### src/rtl/far_xfer_pkg.sv
package far_xfer_pkg;
  localparam int PL_W = 2;
  typedef logic [PL_W-1:0] pl_t;

  // type-field bit positions for code/data segments
  localparam int EXEC_BIT = 3;
  localparam int CONF_BIT = 2;

  // system codes accepted as call gates
  localparam logic [3:0] GATE_CODE_NARROW = 4'h4;
  localparam logic [3:0] GATE_CODE_WIDE   = 4'hC;

  // comparison results from the level comparator
  typedef struct packed {
    logic directEq;   // descriptor level == current level
    logic directLe;   // descriptor level <= current level
    logic gateReach;  // max(current, requestor) <= gate level
    logic targetEq;   // gate target level == current level
    logic targetLe;   // gate target level <= current level
    logic targetLt;   // gate target level <  current level
  } plCmp_t;

  // strobes from control to datapath
  typedef struct packed {
    logic grant;
    logic viaGate;
    logic lowerLevel;
  } xferStrobe_t;

  function automatic pl_t plMax(input pl_t a, input pl_t b);
    return (a > b) ? a : b;
  endfunction
endpackage

### src/rtl/pl_compare.sv
module pl_compare
  import far_xfer_pkg::*;
(
  input  pl_t    curPl,
  input  pl_t    selRpl,
  input  pl_t    descDpl,
  input  pl_t    tgtDpl,
  output plCmp_t cmp
);
  pl_t effPl;

  always_comb begin
    effPl         = plMax(curPl, selRpl);
    cmp.directEq  = (descDpl == curPl);
    cmp.directLe  = (descDpl <= curPl);
    cmp.gateReach = (effPl <= descDpl);
    cmp.targetEq  = (tgtDpl == curPl);
    cmp.targetLe  = (tgtDpl <= curPl);
    cmp.targetLt  = (tgtDpl < curPl);
  end
endmodule

### src/rtl/xfer_rule_ctrl.sv
module xfer_rule_ctrl
  import far_xfer_pkg::*;
(
  input  plCmp_t      cmp,
  input  logic        isCall,
  input  logic        descIsSeg,
  input  logic [3:0]  descType,
  input  logic        tgtExec,
  input  logic        tgtConf,
  output xferStrobe_t strobe
);
  logic isExecSeg;
  logic segConf;
  logic isGate;
  logic directOk;
  logic strictTarget;
  logic targetRule;
  logic gatedOk;

  always_comb begin
    isExecSeg    = descIsSeg && descType[EXEC_BIT];
    segConf      = descType[CONF_BIT];
    isGate       = !descIsSeg &&
                   ((descType == GATE_CODE_NARROW) || (descType == GATE_CODE_WIDE));
    directOk     = isExecSeg && (cmp.directEq || (segConf && cmp.directLe));
    // jump into a nonconforming target must stay at the same level
    strictTarget = !isCall && !tgtConf;
    targetRule   = strictTarget ? cmp.targetEq : cmp.targetLe;
    gatedOk      = isGate && tgtExec && cmp.gateReach && targetRule;

    strobe.grant      = directOk || gatedOk;
    strobe.viaGate    = isGate;
    strobe.lowerLevel = gatedOk && isCall && !tgtConf && cmp.targetLt;
  end
endmodule

### src/rtl/xfer_level_path.sv
module xfer_level_path
  import far_xfer_pkg::*;
#(
  parameter int OFS_W = 32,
  parameter int CNT_W = 5
) (
  input  xferStrobe_t      strobe,
  input  pl_t              curPl,
  input  pl_t              tgtDpl,
  input  logic [CNT_W-1:0] gateParamCnt,
  input  logic [OFS_W-1:0] gateOffset,
  input  logic [OFS_W-1:0] farOffset,
  output pl_t              newPl,
  output pl_t              stackIdx,
  output logic [CNT_W-1:0] copyCount,
  output logic [OFS_W-1:0] entryOffset
);
  always_comb begin
    newPl     = strobe.lowerLevel ? tgtDpl : curPl;
    stackIdx  = strobe.lowerLevel ? tgtDpl : '0;
    copyCount = strobe.lowerLevel ? gateParamCnt : '0;
    if (!strobe.grant)
      entryOffset = '0;
    else if (strobe.viaGate)
      entryOffset = gateOffset;
    else
      entryOffset = farOffset;
  end
endmodule

### src/rtl/far_xfer_guard.sv
module far_xfer_guard
  import far_xfer_pkg::*;
#(
  parameter int OFS_W = 32,
  parameter int CNT_W = 5
) (
  input  logic [1:0]       curPl,
  input  logic [1:0]       selRpl,
  input  logic             isCall,
  input  logic             descIsSeg,
  input  logic [3:0]       descType,
  input  logic [1:0]       descDpl,
  input  logic             tgtExec,
  input  logic             tgtConf,
  input  logic [1:0]       tgtDpl,
  input  logic [CNT_W-1:0] gateParamCnt,
  input  logic [OFS_W-1:0] gateOffset,
  input  logic [OFS_W-1:0] farOffset,
  output logic             allow,
  output logic             gpFault,
  output logic [1:0]       newPl,
  output logic             stackSwitch,
  output logic [1:0]       stackIdx,
  output logic [CNT_W-1:0] copyCount,
  output logic [OFS_W-1:0] entryOffset
);
  plCmp_t      cmp;
  xferStrobe_t strobe;

  pl_compare cmp_i (
    .curPl  (curPl),
    .selRpl (selRpl),
    .descDpl(descDpl),
    .tgtDpl (tgtDpl),
    .cmp    (cmp)
  );

  xfer_rule_ctrl ctrl_i (
    .cmp      (cmp),
    .isCall   (isCall),
    .descIsSeg(descIsSeg),
    .descType (descType),
    .tgtExec  (tgtExec),
    .tgtConf  (tgtConf),
    .strobe   (strobe)
  );

  xfer_level_path #(.OFS_W(OFS_W), .CNT_W(CNT_W)) path_i (
    .strobe      (strobe),
    .curPl       (curPl),
    .tgtDpl      (tgtDpl),
    .gateParamCnt(gateParamCnt),
    .gateOffset  (gateOffset),
    .farOffset   (farOffset),
    .newPl       (newPl),
    .stackIdx    (stackIdx),
    .copyCount   (copyCount),
    .entryOffset (entryOffset)
  );

  assign allow       = strobe.grant;
  assign gpFault     = !strobe.grant;
  assign stackSwitch = strobe.lowerLevel;
endmodule

### config.mk
export PLATFORM = sky130hd
export DESIGN_NAME = far_xfer_guard
export DESIGN_NICKNAME = d
export VERILOG_FILES = /design/src/rtl/far_xfer_pkg.sv /design/src/rtl/pl_compare.sv /design/src/rtl/xfer_rule_ctrl.sv /design/src/rtl/xfer_level_path.sv /design/src/rtl/far_xfer_guard.sv
export SDC_FILE = /design/constraint.sdc
export NUM_CORES = 1
export LEC_CHECK = 0
export ABC_AREA = 0
export CAP_MARGIN = 5
export CELL_PAD_IN_SITES_DETAIL_PLACEMENT = 0
export CELL_PAD_IN_SITES_GLOBAL_PLACEMENT = 1
export CORE_ASPECT_RATIO = 0.6
export CORE_MARGIN = 2
export CORE_UTILIZATION = 13
export DETAILED_ROUTE_END_ITERATION = 10
export GPL_TIMING_DRIVEN = 1
export MAX_ROUTING_LAYER = met4
export PLACE_DENSITY_LB_ADDON = 0.1
export SKIP_LAST_GASP = 1
export SLEW_MARGIN = 20
export SYNTH_ARGS = -nofsm -noshare
export SYNTH_HDL_FRONTEND = slang
export SYNTH_SLANG_ARGS = --single-unit
### constraint.sdc
create_clock -name vclk -period 2
set_clock_uncertainty 0.1 [all_clocks]
set_input_delay 0.2 -clock vclk [all_inputs]
set_output_delay 0.2 -clock vclk [all_outputs]
set_load 0.01 [all_outputs]
After elaboration in Yosys (flattened, before gate mapping):

Index checks and enable logic that the tools add are counted.

* word-level logic and storage cells: 34
* bits in registers: 0

* $lt $le $gt $ge: 5
* reduce and logical (&&, ||, !) cells: 18
* multiplexer cells: 7
* eq/ne operators: 4

Operator list (count)
* 32-bit 2-to-1 mux: 2
* 1-bit logical AND: 11
* 2-bit less-or-equal comparator: 3
* 2-bit 2-to-1 mux: 3
* 5-bit 2-to-1 mux: 1
* 2-bit == test: 2
* 4-bit by 3-bit == test with 1-bit output, second input constant: 1
* 4-bit == test, second input constant: 1
* 1-bit zero test: 4
* 1-bit logical OR: 3
* 2-bit greater-than comparator: 1
* 2-bit less-than comparator: 1
* 1-bit 2-to-1 mux: 1

Longest topological paths before layout:

Gate-level depths: netlist (run 1).

* word-level depth: 10
* depth in mapped cells: 11
* mapped depth without buffers: 10

Cells and area by module:

From an unflattened synthesis (run 1), not the netlist that was laid out.

* cells, all modules: 121
* area, all modules: 977.2 µm²

By module, submodules not included
* xfer_level_path: seq. area each 0.0 µm², area an instance 669.4 µm², cells each 80, times used 1
* pl_compare: seq. area each 0.0 µm², area an instance 221.5 µm², cells each 30, times used 1
* xfer_rule_ctrl: seq. area each 0.0 µm², area an instance 82.6 µm², cells each 10, times used 1
* far_xfer_guard: seq. area each 0.0 µm², area an instance 3.8 µm², cells each 1, times used 1

Worst setup path after synthesis (run 1):

No wires, ideal clock.

* kind: input -> output
* from: in curPl[1]
* to: out newPl[1]
* data required time: 1700 ps
* setup slack: -244 ps
* buffers on the path: 1
* arrival: 1944 ps
* stages: 10
* path through: inv_1 ha_1 o22ai_1 mux2i_1 ha_1 nor2b_1 o21ai_1 and3_1 buf_6 mux2_4

* longest elaborated chain between the ends: 9

Ends and longest elaborated chain
* from (decl): line far_xfer_guard.sv:7 `input logic [1:0] curPl,`
* 2-bit greater-than comparator: line far_xfer_pkg.sv:31 `return (a > b) ? a : b;`
* 2-bit 2-to-1 mux: line far_xfer_pkg.sv:31
* 2-bit less-or-equal comparator: line pl_compare.sv:16 `cmp.gateReach = (effPl <= descDpl);`
* 1-bit logical AND (2 in a row): line xfer_rule_ctrl.sv:29 `gatedOk = isGate && tgtExec && cmp.gateReach && targetRule;`
* 1-bit logical AND (2 in a row): line xfer_rule_ctrl.sv:33 `strobe.lowerLevel = gatedOk && isCall && !tgtConf && cmp.targetLt;`
* 1-bit logical AND *: line xfer_rule_ctrl.sv:33
* via stackSwitch: line far_xfer_guard.sv:22 `output logic stackSwitch,`
* 2-bit 2-to-1 mux *: line xfer_level_path.sv:19 `newPl = strobe.lowerLevel ? tgtDpl : curPl;`
* to (decl): line far_xfer_guard.sv:21 `output logic [1:0] newPl,`

The timed path passes the listed nets; every way through them passes the cells marked *.

Worst setup path after layout (run 1):

* from: in curPl[0]
* to: out entryOffset[21]

* longest elaborated chain between the ends: 7

Ends and longest elaborated chain
* 2-bit greater-than comparator: line far_xfer_pkg.sv:31
* 2-bit 2-to-1 mux: line far_xfer_pkg.sv:31
* 2-bit less-or-equal comparator: line pl_compare.sv:16
* 1-bit logical AND (2 in a row): line xfer_rule_ctrl.sv:29
* 1-bit logical OR *: line xfer_rule_ctrl.sv:31 `strobe.grant = directOk || gatedOk;`
* 32-bit 2-to-1 mux *: line xfer_level_path.sv:22 `if (!strobe.grant)`
* to (decl): line far_xfer_guard.sv:25 `output logic [OFS_W-1:0] entryOffset`

Mark *: on every way between the ends. The rest lies on a longest branch, timed or not.

==> results.sh, run 1 <==
export IMPL_layout_cells_most_common="clkdlybuf4s50_1"
export IMPL_numPlacedInstances=384
export IMPL_shortest_clock_period_the_worst_path_allows_after_layout_ns=2.45
export IMPL_hpwl_um=3720
export IMPL_postLayoutSetupSlackWorst_ns=-0.455
export IMPL_post_drt_via_cell_ratio=3.94
export IMPL_filler_cell_count=774
export IMPL_layout_sequential_cells=0
export IMPL_initial_utilization_pct=13.4
export IMPL_pre_cts_slack_ns=-1.37
export IMPL_grt_total_usage_pct=11.2
export IMPL_core_area_mm2=0.00721
export IMPL_holdPathStages=4
export IMPL_synth_warning_count=0
export IMPL_antenna_left=0
export IMPL_critPathMostFrequentCell="buf_12"
export IMPL_overflow=0
export IMPL_ws_path_type="input port to output port"
export IMPL_min_delay_start="curPl[1]"
export IMPL_hold_worst_slack_ns=0.734
export IMPL_die_height_um=70.7
export IMPL_final_util_pct=37.2
export IMPL_finalCritPeriodShare_pct=123
export IMPL_clock_fmax_mhz=407
export IMPL_cp_slowest_cell="ha_2"
export IMPL_synth_seq_area_share_pct=0
export IMPL_cts_hold_buffers_added=0
export IMPL_post_synth_cell_area_avg_um2=6.26
export IMPL_firstDrtPassIters=4
export IMPL_drive_above_1_share_pct=44.3
export IMPL_synthesis_nets=248
export IMPL_failed_checks="negative setup slack"
export IMPL_power_density_mw_per_mm2=187
export IMPL_seq_area_um2=0
export IMPL_final_cell_area_mm2=0.00268
export IMPL_total_power_consumption_of_the_routed_design_mw=0.502
export IMPL_max_slew_worst_pin_slew_ns=0.371
export IMPL_pin_count_of_the_biggest_net_entering_global_routing=33
export IMPL_dpl_cell_area_mm2=0.00263
export IMPL_rsz_0062_raised_after_global_routing="yes"
export IMPL_antenna_found_initial=0
export IMPL_drt_initial_drc_count=52
export IMPL_vias=1560
export IMPL_timing_max_cap_violations=0
export IMPL_worst_ep_arrival_time_ns=2.15
export IMPL_dieArea_mm2=0.00814
export IMPL_timing_critical_path_slowest_cell_delay_ns=0.29
export IMPL_vdd_ir_drop_worst_uv=43.1
export IMPL_setup_total_negative_slack_ns=-17.35
export IMPL_areaGrowthSynthToFinish_pct=178
export IMPL_std_cell_rows=24
export IMPL_netlist_area_um2=963
export IMPL_outcome="finished with violations"
export IMPL_first_global_vias=1562
export IMPL_stdcell_count=396
export IMPL_netlist_cell_type_count=25
export IMPL_port_buffers=129
export IMPL_critPathBufInv=7
export IMPL_io_pins=129
export IMPL_detail_route_wl_per_cell_um=12.1
export IMPL_chipWidth_um=115
export IMPL_final_cell_mix="79 x clkdlybuf4s50_1, 65 x nand2_1, 31 x buf_2, 24 x a21oi_2, 23 x buf_4"
export IMPL_hold_path_endpoint="newPl[1]"
export IMPL_place_gp_congestion=0.687
export IMPL_timing_critical_path_from_type="input port"
export IMPL_final_net_count=401
export IMPL_timing_hold_worst_class="input port to output port"
export IMPL_insertedDiodeCount=0
export IMPL_final_hold_violating_endpoints=0
export IMPL_power_static_leakage_nw=1.19
export IMPL_drt_total_wl_um=4800
export IMPL_clock_buffer_count=0
export IMPL_drc_markers=0
export IMPL_final_max_slew_viol_count=0
export IMPL_timing_critical_path_cells="buf_12 -> inv_12 -> ha_4 -> inv_2 -> o22ai_2 -> mux2i_1 -> ha_2 -> nand2_2 -> o21ai_4 -> a32oi_4 -> buf_12 -> buf_8 -> buf_12 -> a21oi_2 -> buf_2"
export IMPL_path_max_fanout=7
export IMPL_worstPathRequired_ns=1.70
export IMPL_netlist_instances=154
export IMPL_grt_first_pass_wirelength_um=7400
export IMPL_timing_critical_path_max_delay_family="buffers and inverters"
export IMPL_endpoint_kind="output port"
export IMPL_slew_headroom_pct=75.2
export IMPL_final_setup_viol_count=44
worst min-delay path, stage by stage:
cell and delay, ns:
buf_8 0.08, buf_4 0.11, mux2_4 0.13, buf_2 0.12
kinds of logic (layout without fill, tap and decap cells):
logic type	after synthesis	after routing	synth area share, %
buffers and inverters	21	172	11.7
AO/OA/AOI/OAI	37	37	33.4
multiplexers	3	3	3.64
AND/OR/NAND/NOR	84	84	39.6
adder cells (fa/ha/maj)	9	9	11.7
report_power, final:
part	internal (mW)	switching [mW]
Combinational	0.314	0.188
Sequential	0	0
Clock	0	0
cells in the mapped netlist:
master    number  area [um^2]
buf_2          3         15.0
and2_4         1         8.76
nand2b_1       1         6.26
nor4b_1        1         8.76
a32oi_4        1         27.5
o31ai_1        1         7.51
ha_1           9          113
a32o_1         1         10.0
a21oi_1        4         20.0
buf_6          4         45.0
inv_2          1         3.75
nor2_1         2         7.51
and2_1         8         50.1
nand2_1       66          248
o22ai_1        1         6.26
nor4b_4        1         23.8
mux2_4         1         15.0
nor2b_1        2         12.5
or4b_1         1         10.0
mux2i_1        2         20.0
a21oi_2       28          245
inv_1          9         33.8
o21ai_1        1         5.00
clkbuf_1       4         15.0
and3_1         1         6.26
routing by layer:
layer | routed length [um] | track usage [%]
met5 | 0 | -
met1 | 2410 | 15.7
met2 | 2070 | 18.3
met4 | 21 | 0.669
met3 | 295 | 1.20
timing repair:
action,4_1_cts,5_1_grt
cloned,1,0
setup endpoints to repair,44,44
resized for setup,224,15
endpoints found under the hold margin,0,0
setup buffers,9,5
pin swaps,15,3
area by class of cell:
type / count / area [um^2] / share of cell area (%)
inverters: 10 / 57.6 / 2.15
multi-input cells: 133 / 998 / 37.2
well taps: 91 / 114 / 4.25
repair buffers: 162 / 1510 / 56.4
worst max-delay path by stage:
stage	start	end	slack [ns]	cells after the start
after floorplan	curPl[0]	newPl[1]	-0.09	11
after global placement	curPl[0]	entryOffset[15]	-1.35	14
after detailed placement	curPl[0]	entryOffset[15]	-1.37	14
after CTS	curPl[0]	entryOffset[15]	-0.47	15
after global routing	curPl[0]	entryOffset[15]	-0.56	15
final	curPl[0]	entryOffset[21]	-0.45	15
Note: power is estimated with default switching activity, not from simulation.
==> inputs of run 2 (changes only) <==
Settings changed: CAP_MARGIN 5 to 10, SLEW_MARGIN 20 to not set.
==> results of run 2 <==
No change in the layout: final DEF, timing and power equal those of run 1.
==> inputs of run 3 (changes only) <==
Settings changed: PLACE_DENSITY set to 0.76, PLACE_DENSITY_LB_ADDON 0.1 to not set, SETUP_SLACK_MARGIN set to 0.4.
==> run 3 against run 2 <==
Net effect: die area stayed put; global-route usage is essentially flat; non-clock buffer count did not move; the flow still finishes with violations (negative setup slack); count of clock-buffer cells in the layout did not move; final cell count is the same; maximum frequency down 4.4%; cell area grew 5.5%; critical endpoint is now entryOffset[18]; first-iteration DRC count decreased by 50%; routed wire length grew 1.7%; combinational power up 7.8%; total power up 7.7%.
==> results.sh, run 3 (synthesis results as in run 1) <==
export IMPL_sequential_fraction_of_design_power_pct=0
export IMPL_final_hold_violating_endpoints=0
export IMPL_shortest_clock_period_the_worst_path_allows_after_layout_ns=2.57
export IMPL_io_pins=129
export IMPL_path_max_fanout=5
export IMPL_timing_max_cap_violations=0
export IMPL_areaGrowthSynthToFinish_pct=194
export IMPL_postLayoutSetupSlackWorst_ns=-0.569
export IMPL_cp_startpoint="curPl[1]"
export IMPL_vias=1589
export IMPL_layout_cells_most_common="clkdlybuf4s50_1"
export IMPL_rsz_0062_raised_after_global_routing="yes"
export IMPL_grt_total_usage_pct=11.2
export IMPL_timing_critical_path_slowest_cell_delay_ns=0.28
export IMPL_critPathBufInv=7
export IMPL_port_buffers=129
export IMPL_hpwl_um=3490
export IMPL_filler_cell_count=725
export IMPL_overflow=0
export IMPL_final_cell_area_mm2=0.00283
export IMPL_final_setup_viol_count=44
export IMPL_post_drt_via_cell_ratio=4.01
export IMPL_drc_markers=0
export IMPL_std_cell_rows=24
export IMPL_power_net_switching_mw=0.202
export IMPL_grt_first_pass_wirelength_um=7310
export IMPL_worstPathRequired_ns=1.70
export IMPL_finalCritPeriodShare_pct=128
export IMPL_numPlacedInstances=378
export IMPL_insertedDiodeCount=0
export IMPL_worst_path_stages=16
export IMPL_place_gp_congestion=0.761
export IMPL_p_sw_share_pct=37.3
export IMPL_drt_total_wl_um=4880
export IMPL_internal_power_mw=0.338
export IMPL_timing_critical_path_from_type="input port"
export IMPL_seq_area_um2=0
export IMPL_dieArea_mm2=0.00814
export IMPL_final_max_slew_viol_count=0
export IMPL_timing_critical_path_max_delay_family="buffers and inverters"
export IMPL_layout_sequential_cells=0
export IMPL_drt_initial_drc_count=26
export IMPL_vdd_ir_drop_worst_uv=51.1
export IMPL_clock_power_share_pct=0
export IMPL_power_static_leakage_nw=1.24
export IMPL_timing_hold_worst_class="input port to output port"
export IMPL_cp_slowest_cell="ha_4"
export IMPL_worst_ep_arrival_time_ns=2.27
export IMPL_cts_hold_buffers_added=0
export IMPL_stdcell_count=396
export IMPL_total_power_consumption_of_the_routed_design_mw=0.540
export IMPL_ws_path_type="input port to output port"
export IMPL_antenna_left=0
export IMPL_first_global_vias=1562
export IMPL_clock_fmax_mhz=389
export IMPL_timing_critical_path_cells="buf_8 -> inv_4 -> ha_4 -> nor2_4 -> o22ai_4 -> mux2i_1 -> ha_1 -> nand2_1 -> o21ai_2 -> buf_4 -> a32oi_4 -> buf_6 -> buf_6 -> buf_16 -> a21oi_2 -> buf_2"
export IMPL_clock_buffer_count=0
export IMPL_outcome="finished with violations"
export IMPL_final_net_count=401
export IMPL_final_cell_mix="79 x clkdlybuf4s50_1, 66 x nand2_1, 28 x buf_6, 25 x buf_2, 22 x a21oi_2"
export IMPL_worstSetupEndpoint="entryOffset[18]"
export IMPL_p_comb_share_pct=100.0
export IMPL_dpl_cell_area_mm2=0.00255
export IMPL_power_density_mw_per_mm2=191
export IMPL_firstDrtPassIters=3
export IMPL_detail_route_wl_per_cell_um=12.3
export IMPL_die_height_um=70.7
export IMPL_endpoint_kind="output port"
export IMPL_critPathMostFrequentCell="buf_6"
export IMPL_core_area_mm2=0.00721
export IMPL_max_slew_worst_pin_slew_ns=0.352
export IMPL_drive_above_1_share_pct=44.9
export IMPL_pin_count_of_the_biggest_net_entering_global_routing=33
export IMPL_slew_headroom_pct=76.5
export IMPL_antenna_found_initial=0
export IMPL_initial_utilization_pct=13.4
export IMPL_failed_checks="negative setup slack"
export IMPL_final_util_pct=39.2
export IMPL_chipWidth_um=115
[run 3: cell counts in the layout (fill, tap and decap cells not counted)]
No cell type changed its count.
[run 3: power groups by stage]
stage                     Sequential (mW)  Clock, mW  Combinational [mW]
after floorplan                         0          0               0.174
after global placement                  0          0               0.444
after detailed placement                0          0               0.448
after CTS                               0          0               0.513
after global routing                    0          0               0.579
final                                   0          0               0.540
[run 3: worst min-delay path by stage]
stage	startpoint	endpoint	slack, ns	cells after the start
after floorplan	gateOffset[10]	entryOffset[10]	0.41	2
after global placement	gateOffset[0]	entryOffset[0]	1.27	4
after detailed placement	gateOffset[0]	entryOffset[0]	1.27	4
after CTS	tgtDpl[1]	stackIdx[1]	0.80	3
after global routing	curPl[1]	newPl[1]	0.72	4
final	curPl[1]	newPl[1]	0.71	4
[run 3: what timing repair did]
action | CTS | global route
pin swaps | 11 | 6
setup endpoints to repair | 44 | 44
cloned | 4 | 0
gates resized for setup | 222 | 35
buffers inserted | 11 | 3
[run 3: layer usage]
metal | wire [um] | up-vias | GRT usage [%]
li1 | - | 810 | -
met1 | 2260 | 706 | 14.6
met2 | 2250 | 73 | 20.1
met3 | 374 | 0 | 1.03
met4 | 0 | 0 | 0
met5 | 0 | - | -
[run 3: per-stage QoR]
stage | setup WS [ns] | setup TNS (ns) | hold slack (ns)
after floorplan | -0.0938 | -2.72 | 0.411
after global placement | -1.35 | -56.42 | 1.27
after detailed placement | -1.35 | -57.26 | 1.27
after CTS | -0.509 | -19.70 | 0.805
after global routing | -0.665 | -26.50 | 0.717
final | -0.569 | -22.61 | 0.708
[run 3: layout make-up]
cell class | instances | area [um^2] | area share [%]
multi-input combinational | 133 | 1020 | 36.2
timing repair buffer | 162 | 1630 | 57.8
tap | 91 | 114 | 4.03
inverter | 10 | 57.6 | 2.04
